===== config.mk =====
export PLATFORM = sky130hd
export DESIGN_NAME = divcfg_seq
export DESIGN_NICKNAME = d
export VERILOG_FILES = /design/src/rtl/divcfg_pkg.sv /design/src/rtl/divcfg_split.sv /design/src/rtl/divcfg_optab.sv /design/src/rtl/divcfg_seq.sv
export SDC_FILE = /design/constraint.sdc
export NUM_CORES = 1
export LEC_CHECK = 0
export ABC_AREA = 1
export ABC_CLOCK_PERIOD_IN_PS = 2200
export BUFFER_PORTS_ARGS = -buffer_cell sky130_fd_sc_hd__buf_2
export CAP_MARGIN = 20
export CORE_MARGIN = 1
export CORE_UTILIZATION = 51
export CTS_CLUSTER_DIAMETER = 60
export DETAILED_ROUTE_END_ITERATION = 8
export PLACE_DENSITY_LB_ADDON = 0.05
export SLEW_MARGIN = 10
export SYNTH_ARGS = -nofsm -noshare
export SYNTH_HDL_FRONTEND = slang
export SYNTH_HIERARCHICAL = 1
export SYNTH_SLANG_ARGS = --single-unit

===== constraint.sdc =====
create_clock -name clk -period 2.2 [get_ports clk]
set_clock_uncertainty 0.2 [all_clocks]
set_input_delay 0 -clock clk [delete_from_list [all_inputs] [get_ports clk]]
set_output_delay 0 -clock clk [all_outputs]
set_load 0.005 [all_outputs]

===== src/rtl/divcfg_pkg.sv =====
package divcfg_pkg;
  localparam int ADDR_W    = 7;
  localparam int DATA_W    = 16;
  localparam int FLD_W     = 6;
  localparam int NUM_STEPS = 10;
  localparam int NUM_DIVS  = 3;
  localparam int STEP_W    = $clog2(NUM_STEPS);

  // divider slots inside the latched job
  localparam int DIV_OUT = 0;
  localparam int DIV_PRE = 1;
  localparam int DIV_FB  = 2;

  typedef struct packed {
    logic [FLD_W-1:0] hi;
    logic [FLD_W-1:0] lo;
    logic             odd;
    logic             bypass;
  } cnt_fields_t;

  typedef struct packed {
    logic [ADDR_W-1:0] addr;
    logic [DATA_W-1:0] val;
    logic [DATA_W-1:0] mask;
  } cfg_op_t;

  typedef enum logic [1:0] {
    ST_IDLE  = 2'd0,
    ST_READ  = 2'd1,
    ST_WRITE = 2'd2
  } seq_state_t;
endpackage


===== src/rtl/divcfg_split.sv =====
module divcfg_split
  import divcfg_pkg::*;
#(
  parameter int DIV_W = 8
) (
  input  logic [DIV_W-1:0] ratio,
  output cnt_fields_t      fields
);
  logic [DIV_W-1:0] half;
  logic [DIV_W-1:0] rest;

  always_comb begin
    half          = ratio >> 1;
    rest          = ratio - half;
    fields.hi     = half[FLD_W-1:0];
    fields.lo     = rest[FLD_W-1:0];
    fields.odd    = ratio[0];
    fields.bypass = (ratio == DIV_W'(1));
  end
endmodule


===== src/rtl/divcfg_optab.sv =====
module divcfg_optab
  import divcfg_pkg::*;
(
  input  logic [STEP_W-1:0] step,
  input  cnt_fields_t       f_out,
  input  cnt_fields_t       f_pre,
  input  cnt_fields_t       f_fb,
  input  logic [31:0]       lock_w,
  input  logic [31:0]       filt_w,
  output cfg_op_t           op
);
  always_comb begin
    op = '0;
    unique case (step)
      STEP_W'(0): op = '{7'h08, {4'h0, f_out.hi, f_out.lo}, 16'hEFFF};
      STEP_W'(1): op = '{7'h09, {8'h00, f_out.odd, f_out.bypass, 6'h00}, 16'h03FF};
      STEP_W'(2): op = '{7'h16, {2'b00, f_pre.odd, f_pre.bypass, f_pre.hi, f_pre.lo}, 16'h3FFF};
      STEP_W'(3): op = '{7'h14, {4'h0, f_fb.hi, f_fb.lo}, 16'hEFFF};
      STEP_W'(4): op = '{7'h15, {8'h00, f_fb.odd, f_fb.bypass, 6'h00}, 16'h03FF};
      STEP_W'(5): op = '{7'h18, {6'h00, lock_w[9:0]}, 16'h03FF};
      STEP_W'(6): op = '{7'h19, {1'b0, lock_w[20:16], 10'h001}, 16'h7FFF};
      STEP_W'(7): op = '{7'h1A, {1'b0, lock_w[28:24], 10'h3E9}, 16'h7FFF};
      STEP_W'(8): op = '{7'h4E, filt_w[31:16], 16'h9900};
      STEP_W'(9): op = '{7'h4F, filt_w[15:0], 16'h9900};
      default:    op = '0;
    endcase
  end
endmodule


===== src/rtl/divcfg_seq.sv =====
module divcfg_seq
  import divcfg_pkg::*;
#(
  parameter int DIV_W = 8
) (
  input  logic                 clk,
  input  logic                 rst_n,
  input  logic                 req_valid,
  output logic                 req_ready,
  input  logic [DIV_W-1:0]     req_div_in,
  input  logic [DIV_W-1:0]     req_fb_mult,
  input  logic [DIV_W-1:0]     req_div_out,
  input  logic [31:0]          req_lock,
  input  logic [31:0]          req_filter,
  output logic                 done,
  output logic                 reject,
  output logic                 drp_req,
  output logic                 drp_we,
  output logic [ADDR_W-1:0]    drp_addr,
  output logic [DATA_W-1:0]    drp_wdata,
  input  logic                 drp_rdy,
  input  logic [DATA_W-1:0]    drp_rdata
);
  localparam logic [STEP_W-1:0] LAST_STEP = STEP_W'(NUM_STEPS - 1);

  seq_state_t        state;
  logic [STEP_W-1:0] step;
  logic [DIV_W-1:0]  div_q [NUM_DIVS];
  logic [DIV_W-1:0]  div_in [NUM_DIVS];
  cnt_fields_t       fld [NUM_DIVS];
  logic [31:0]       lock_q;
  logic [31:0]       filt_q;
  logic [DATA_W-1:0] merged_q;
  cfg_op_t           op;
  logic              take;
  logic              any_zero;
  logic              full_mask;

  assign div_in[DIV_OUT] = req_div_out;
  assign div_in[DIV_PRE] = req_div_in;
  assign div_in[DIV_FB]  = req_fb_mult;

  // one splitter per latched divider
  for (genvar g = 0; g < NUM_DIVS; g++) begin : g_split
    divcfg_split #(.DIV_W(DIV_W)) u_split (
      .ratio  (div_q[g]),
      .fields (fld[g])
    );
  end

  divcfg_optab u_optab (
    .step   (step),
    .f_out  (fld[DIV_OUT]),
    .f_pre  (fld[DIV_PRE]),
    .f_fb   (fld[DIV_FB]),
    .lock_w (lock_q),
    .filt_w (filt_q),
    .op     (op)
  );

  always_comb begin
    req_ready = (state == ST_IDLE);
    take      = req_valid && req_ready;
    any_zero  = 1'b0;
    for (int i = 0; i < NUM_DIVS; i++) begin
      if (div_in[i] == '0) any_zero = 1'b1;
    end
    full_mask = (op.mask == '1);
    drp_req   = ((state == ST_READ) && !full_mask) || (state == ST_WRITE);
    drp_we    = (state == ST_WRITE);
    drp_addr  = op.addr;
    drp_wdata = (state == ST_WRITE) ? merged_q : '0;
  end

  always_ff @(posedge clk) begin
    if (!rst_n) begin
      state    <= ST_IDLE;
      step     <= '0;
      lock_q   <= '0;
      filt_q   <= '0;
      merged_q <= '0;
      done     <= 1'b0;
      reject   <= 1'b0;
      for (int i = 0; i < NUM_DIVS; i++) div_q[i] <= '0;
    end else begin
      done   <= 1'b0;
      reject <= 1'b0;
      unique case (state)
        ST_IDLE: begin
          if (take) begin
            if (any_zero) begin
              reject <= 1'b1;
            end else begin
              for (int i = 0; i < NUM_DIVS; i++) div_q[i] <= div_in[i];
              lock_q <= req_lock;
              filt_q <= req_filter;
              step   <= '0;
              state  <= ST_READ;
            end
          end
        end
        ST_READ: begin
          if (full_mask) begin
            merged_q <= op.val;
            state    <= ST_WRITE;
          end else if (drp_rdy) begin
            merged_q <= (drp_rdata & ~op.mask) | (op.val & op.mask);
            state    <= ST_WRITE;
          end
        end
        ST_WRITE: begin
          if (drp_rdy) begin
            if (step == LAST_STEP) begin
              done  <= 1'b1;
              state <= ST_IDLE;
            end else begin
              step  <= step + STEP_W'(1);
              state <= ST_READ;
            end
          end
        end
        default: state <= ST_IDLE;
      endcase
    end
  end
endmodule


# [Word level (Yosys, flattened, before mapping)]
# Memories as Yosys holds them, arrays and structs flattened.
# Cells that the tools add are included.
[word_totals] reg_bits=85 mem_bits_rw=24 in_bits=108 out_inout_bits=28 wordCells=87 mem_count=1
[memory_table] name="div_q" words=3 width=8 read_ports=3 rd_clocked_by_memory_dff=0 write_ports=3 line="divcfg_seq.sv:28" text="logic [DIV_W-1:0] div_q [NUM_DIVS];"
[op_classes] add_sub_neg=4 n_eq_ne=20 mux=30 bitwise=8 n_reduce_logical=17
[ops] operator="39-bit one-hot mux with 10 select lines" count=1
[ops] operator="16-bit two-way mux" count=3
[ops] operator="16-bit bitwise AND" count=2
[ops] operator="8-bit by 1-bit equality test with 1-bit output (second input constant)" count=3
[ops] operator="8-bit zero test" count=3
[ops] operator="8-bit two-way mux" count=3
[ops] operator="6-bit subtractor" count=3
[ops] operator="16-bit equality test (second input constant)" count=1
[ops] operator="4-bit by 3-bit equality test with 1-bit output (second input constant)" count=4
[ops] operator="4-bit two-way mux" count=4
[ops] operator="16-bit inverter" count=1
[ops] operator="16-bit OR" count=1
[ops] operator="1-bit two-way mux" count=12
[ops] operator="2-bit two-way mux" count=5
[ops] operator="3-bit AND reduction" count=3
[ops] operator="4-bit by 2-bit equality test with 1-bit output (second input constant)" count=2
[ops] operator="4-bit equality test (second input constant)" count=2
[ops] operator="4-bit one-hot mux with 2 select lines" count=1
[ops] operator="2-bit one-hot mux with 3 select lines" count=1
[ops] operator="5-bit AND reduction" count=1
[ops] operator="4-bit by 1-bit adder with 4-bit output (second input constant)" count=1
[ops] operator="4-bit by 1-bit equality test with 1-bit output (second input constant)" count=1
[ops] operator="4-bit zero test" count=1
[ops] operator="2-bit by 1-bit != test with 1-bit output (second input constant)" count=2
[ops] operator="other kinds (13)" count=18

# [Depth between registers and ports, before layout]
[logic_depth] word_depth=10 mapped_depth=16 mapped_depth_nobuf=16

# [Modules after synthesis]
# Netlist, hierarchy kept.
[by_module_without_submodules] mod="divcfg_seq" n_inst=1 cells_each=570 area_per_inst_um2=4724.5 seq_area_each_um2=2482.4
[by_module_without_submodules] mod="divcfg_optab" n_inst=1 cells_each=257 area_per_inst_um2=1066.0 seq_area_each_um2=0.0
[by_module_without_submodules] mod="divcfg_split (g_split[0].u_split ...)" n_inst=2 cells_each=53 area_per_inst_um2=341.6 seq_area_each_um2=0.0
[by_module_without_submodules] mod="divcfg_split (g_split[2].u_split)" n_inst=1 cells_each=60 area_per_inst_um2=375.4 seq_area_each_um2=0.0

# [Worst setup path before layout]
# Ideal clock, no wire load.
[synth_timing] path_type="reg2reg" start="register step[3]" end="register merged_q[10]" setup_time_ps=132 arrival_time_ps=1995 required_ps=1868 setup_slack_ps=-127 stages_incl_launch_ff=15 path_cell_list="dfxtp_1 inv_1 nand2_2 nor2_4 inv_1 nand3_1 buf_4 nand4_1 nor2_1 nand2_1 nand2_2 nand2_2 buf_6 nand2_1 a21oi_1"
[synth_lines] element="from (decl)" line="divcfg_seq.sv:27" text="logic [STEP_W-1:0] step;"
[synth_lines] element="from (signal assigned)" line="divcfg_seq.sv:117" text="step <= step + STEP_W'(1);"
[synth_lines] element="to (signal assigned)" line="divcfg_seq.sv:104" text="merged_q <= op.val;"
[synth_lines] element="to (signal assigned)" line="divcfg_seq.sv:107" text="merged_q <= (drp_rdata & ~op.mask) | (op.val & op.mask);"
[synth_lines] element="to (decl)" line="divcfg_seq.sv:33" text="logic [DATA_W-1:0] merged_q;"

==> flow_summary_export.csv <==
group,metric,value,unit
detailed_routing,firstDrtPassIters,5,
detailed_routing,drc_errors,0,
timing,hold_violations,0,
detailed_routing,routed_wl,20000,µm
place,dpl_cell_area,7290,µm²
finish,final_core_util,72.6,%
clock_tree,insertion_delay,0.36,ns
timing,slew_headroom,61.6,%
floorplan,dieArea,13100,µm²
critical_path,start_kind,"flop",
finish,drive_above_1_share,26.2,%
power_and_ir_drop,total_power,5230,µW
timing,rsz0062_at_grt,"yes",
global_route,grt_use_total,31.4,%
hold_path,worstHoldEndpoint,"filt_q[26]",
timing,worst_slack,-0.115,ns
power_and_ir_drop,seq_power_share,40.4,%
hold_path,whs_path_depth,4,
hold_path,hp-class,"in -> reg",
clock_tree,cts_sinks,100,
power_and_ir_drop,netSwitchingPower,1680,µW
global_route,grt_pass1_wl,31200,µm
clock_tree,cts_tree,"done",
critical_path,r2r-start,"div_q[0][9]",
floorplan,initial_utilization,53.0,%
clock_tree,numCtsBuffers,9,
critical_path,cp_data_arrival_time,2.36,ns
critical_path,critical_path_peak_fanout,4,
detailed_routing,wl_per_cell,14.8,µm
floorplan,core_area,12200,µm²
power_and_ir_drop,combPwrFrac,29.5,%
power_and_ir_drop,leakage,0.00455,µW
finish,design_area,8830,µm²
power_and_ir_drop,switching_share,32.2,%
critical_path,end_kind,"flop",
place,dpl.hpwl,13600,µm
place,io_buffers,122,
detailed_routing,drt-vias-per-instance,4.95,
logic_synthesis,ys.warnings.count,6,
place,dp.cells,1229,
critical_path,worst_ep_required_time,2.24,ns
power_and_ir_drop,power.clock.fraction,30.1,%
timing,tightest_slew,0.575,ns
floorplan,die_w,114,µm
power_and_ir_drop,ir_worst_vdd,0.479,mV
detailed_routing,drt_iter0_markers,448,
finish,syn_to_final_growth,37.1,%
clock_tree,clockBufferDepth,2,
logic_synthesis,syn_area,6440,µm²
logic_synthesis,syn_inst,945,
detailed_routing,num_vias,6714,
timing,fmax,0.432,GHz
floorplan,die_h,114,µm
critical_path,rrSetupSlack,-0.11,ns
logic_synthesis,syn_nets,1082,
clock_tree,cts_root_buf,"clkbuf_16",
global_route,grt_max_degree,56,
timing,fin_crit,2.31,ns
outcome,status,"finished with violations",
floorplan,rows,40,
finish,fin_nets,1318,
detailed_routing,antenna_left,0,
power_and_ir_drop,cellPowerDensity,592,nW/µm²
finish,stdcell_count,1355,
critical_path,worstSetupPathType,"reg -> reg",
outcome,violations,"negative setup slack",
timing,fin_setup_tns,-0.340,ns
timing,finalMaxSlewViolations,0,
critical_path,reg2reg_depth,11,
timing,finalSetupViolations,5,
global_route,grt_pass1_vias,6518,
global_route,grt_antenna_before_repair,1,
clock_tree,path_clk_slew,0.07,ns
hold_path,hold_start,"req_filter[26]",
timing,fin_crit_sh,105,%
logic_synthesis,syn_avg_cell_area,6.82,µm²
flow_run,max_cap_violations,0,
power_and_ir_drop,p_int,3540,µW
floorplan,ios,136,
clock_tree,htreeDepth,3,
critical_path,r2r-end,"merged_q[2]",
global_route,gr-total-overflow,0,
place,gp_congestion,0.940,
==> metal layers <==
| metal | vias up | share of wire, % | track usage [%] |
|---|---|---|---|
| met5 | - | 0 | 0 |
| met4 | 0 | 3.6 | 15.2 |
| met3 | 40 | 4.6 | 4.24 |
| met2 | 216 | 49 | 55.4 |
| met1 | 3057 | 43 | 37.7 |
| li1 | 3401 | - | - |
==> state kept, by name, indices dropped and copies added (netlist names) <==
signal	cells
merged_q	16
reject	1
filt_q	32
step	4
state	2
lock_q	20
div_q	24
done	1
==> area by class of cell <==
class                      count  area (µm²)
fill                        1053        3330
timing repair buffer         299        2200
clock inverter                 7        56.3
tap                          168         210
multi-input combinational    651        3430
antenna                        1        2.50
clock buffer                   9         225
inverter                     120         455
sequential                   100        2250
==> cell usage in the layout, fill, tap and decap left out, types with 4 or more instances in the layout <==
master and n:
inv_1 108, clkbuf_16 9, mux2_2 15, dlygate4sd3_1 95, dfxtp_1 72, nor2_4 6, inv_2 10, nor2_1 105
nand3_1 146, buf_6 4, nand3_2 7, ha_2 4, edfxtp_1 24, xor2_1 10, buf_2 122, nand4_1 6
nand2_2 12, buf_4 77, ha_1 19, nand2_1 256, nor2_2 12, a21oi_1 24
==> through the flow <==
stage	setup slack (ns)	hold slack, ns
after floorplan	0.000223	-0.0616
after global placement	-0.0992	0.0243
after detailed placement	-0.158	0.0268
after CTS	-0.106	0.189
after global routing	-0.227	0.220
final	-0.115	0.196
==> worst max-delay path: stages (launching register included) <==
cell	delay, ns
edfxtp_1	0.44
ha_2	0.21
fa_2	0.34
buf_4	0.14
xor2_1	0.13
nand2_1	0.06
nand2_1	0.06
nor2_1	0.15
nand2_1	0.07
mux2_2	0.26
nand3_1	0.08
a21oi_1	0.06
==> power groups by stage <==
stage	Sequential, µW	Clock (µW)	Combinational, µW
after floorplan	2130	0	868
after global placement	2150	0	1260
after detailed placement	2150	0	1270
after CTS	2110	1580	1460
after global routing	2130	1660	1720
final	2110	1570	1540
==> what timing repair did <==
item	4_1_cts	5_1_grt
setup buffers	4	10
gates cloned	0	0
endpoints found under the hold margin	96	0
pin swaps	8	11
endpoints found under the setup margin	17	18
hold buffers	95	0
resized for setup	21	40
==> worst max-delay path by stage <==
stage,from,endpoint,depth (start not counted)
2_1_floorplan,div_q[0][1],merged_q[4],13
3_3_place_gp,div_q[0][17],merged_q[4],13
5_1_grt,div_q[0][1],merged_q[4],13
3_5_place_dp,div_q[0][17],merged_q[4],13
4_1_cts,div_q[0][1],merged_q[4],13
6_report,div_q[0][9],merged_q[2],11
Power figures use the tool's default switching activity.
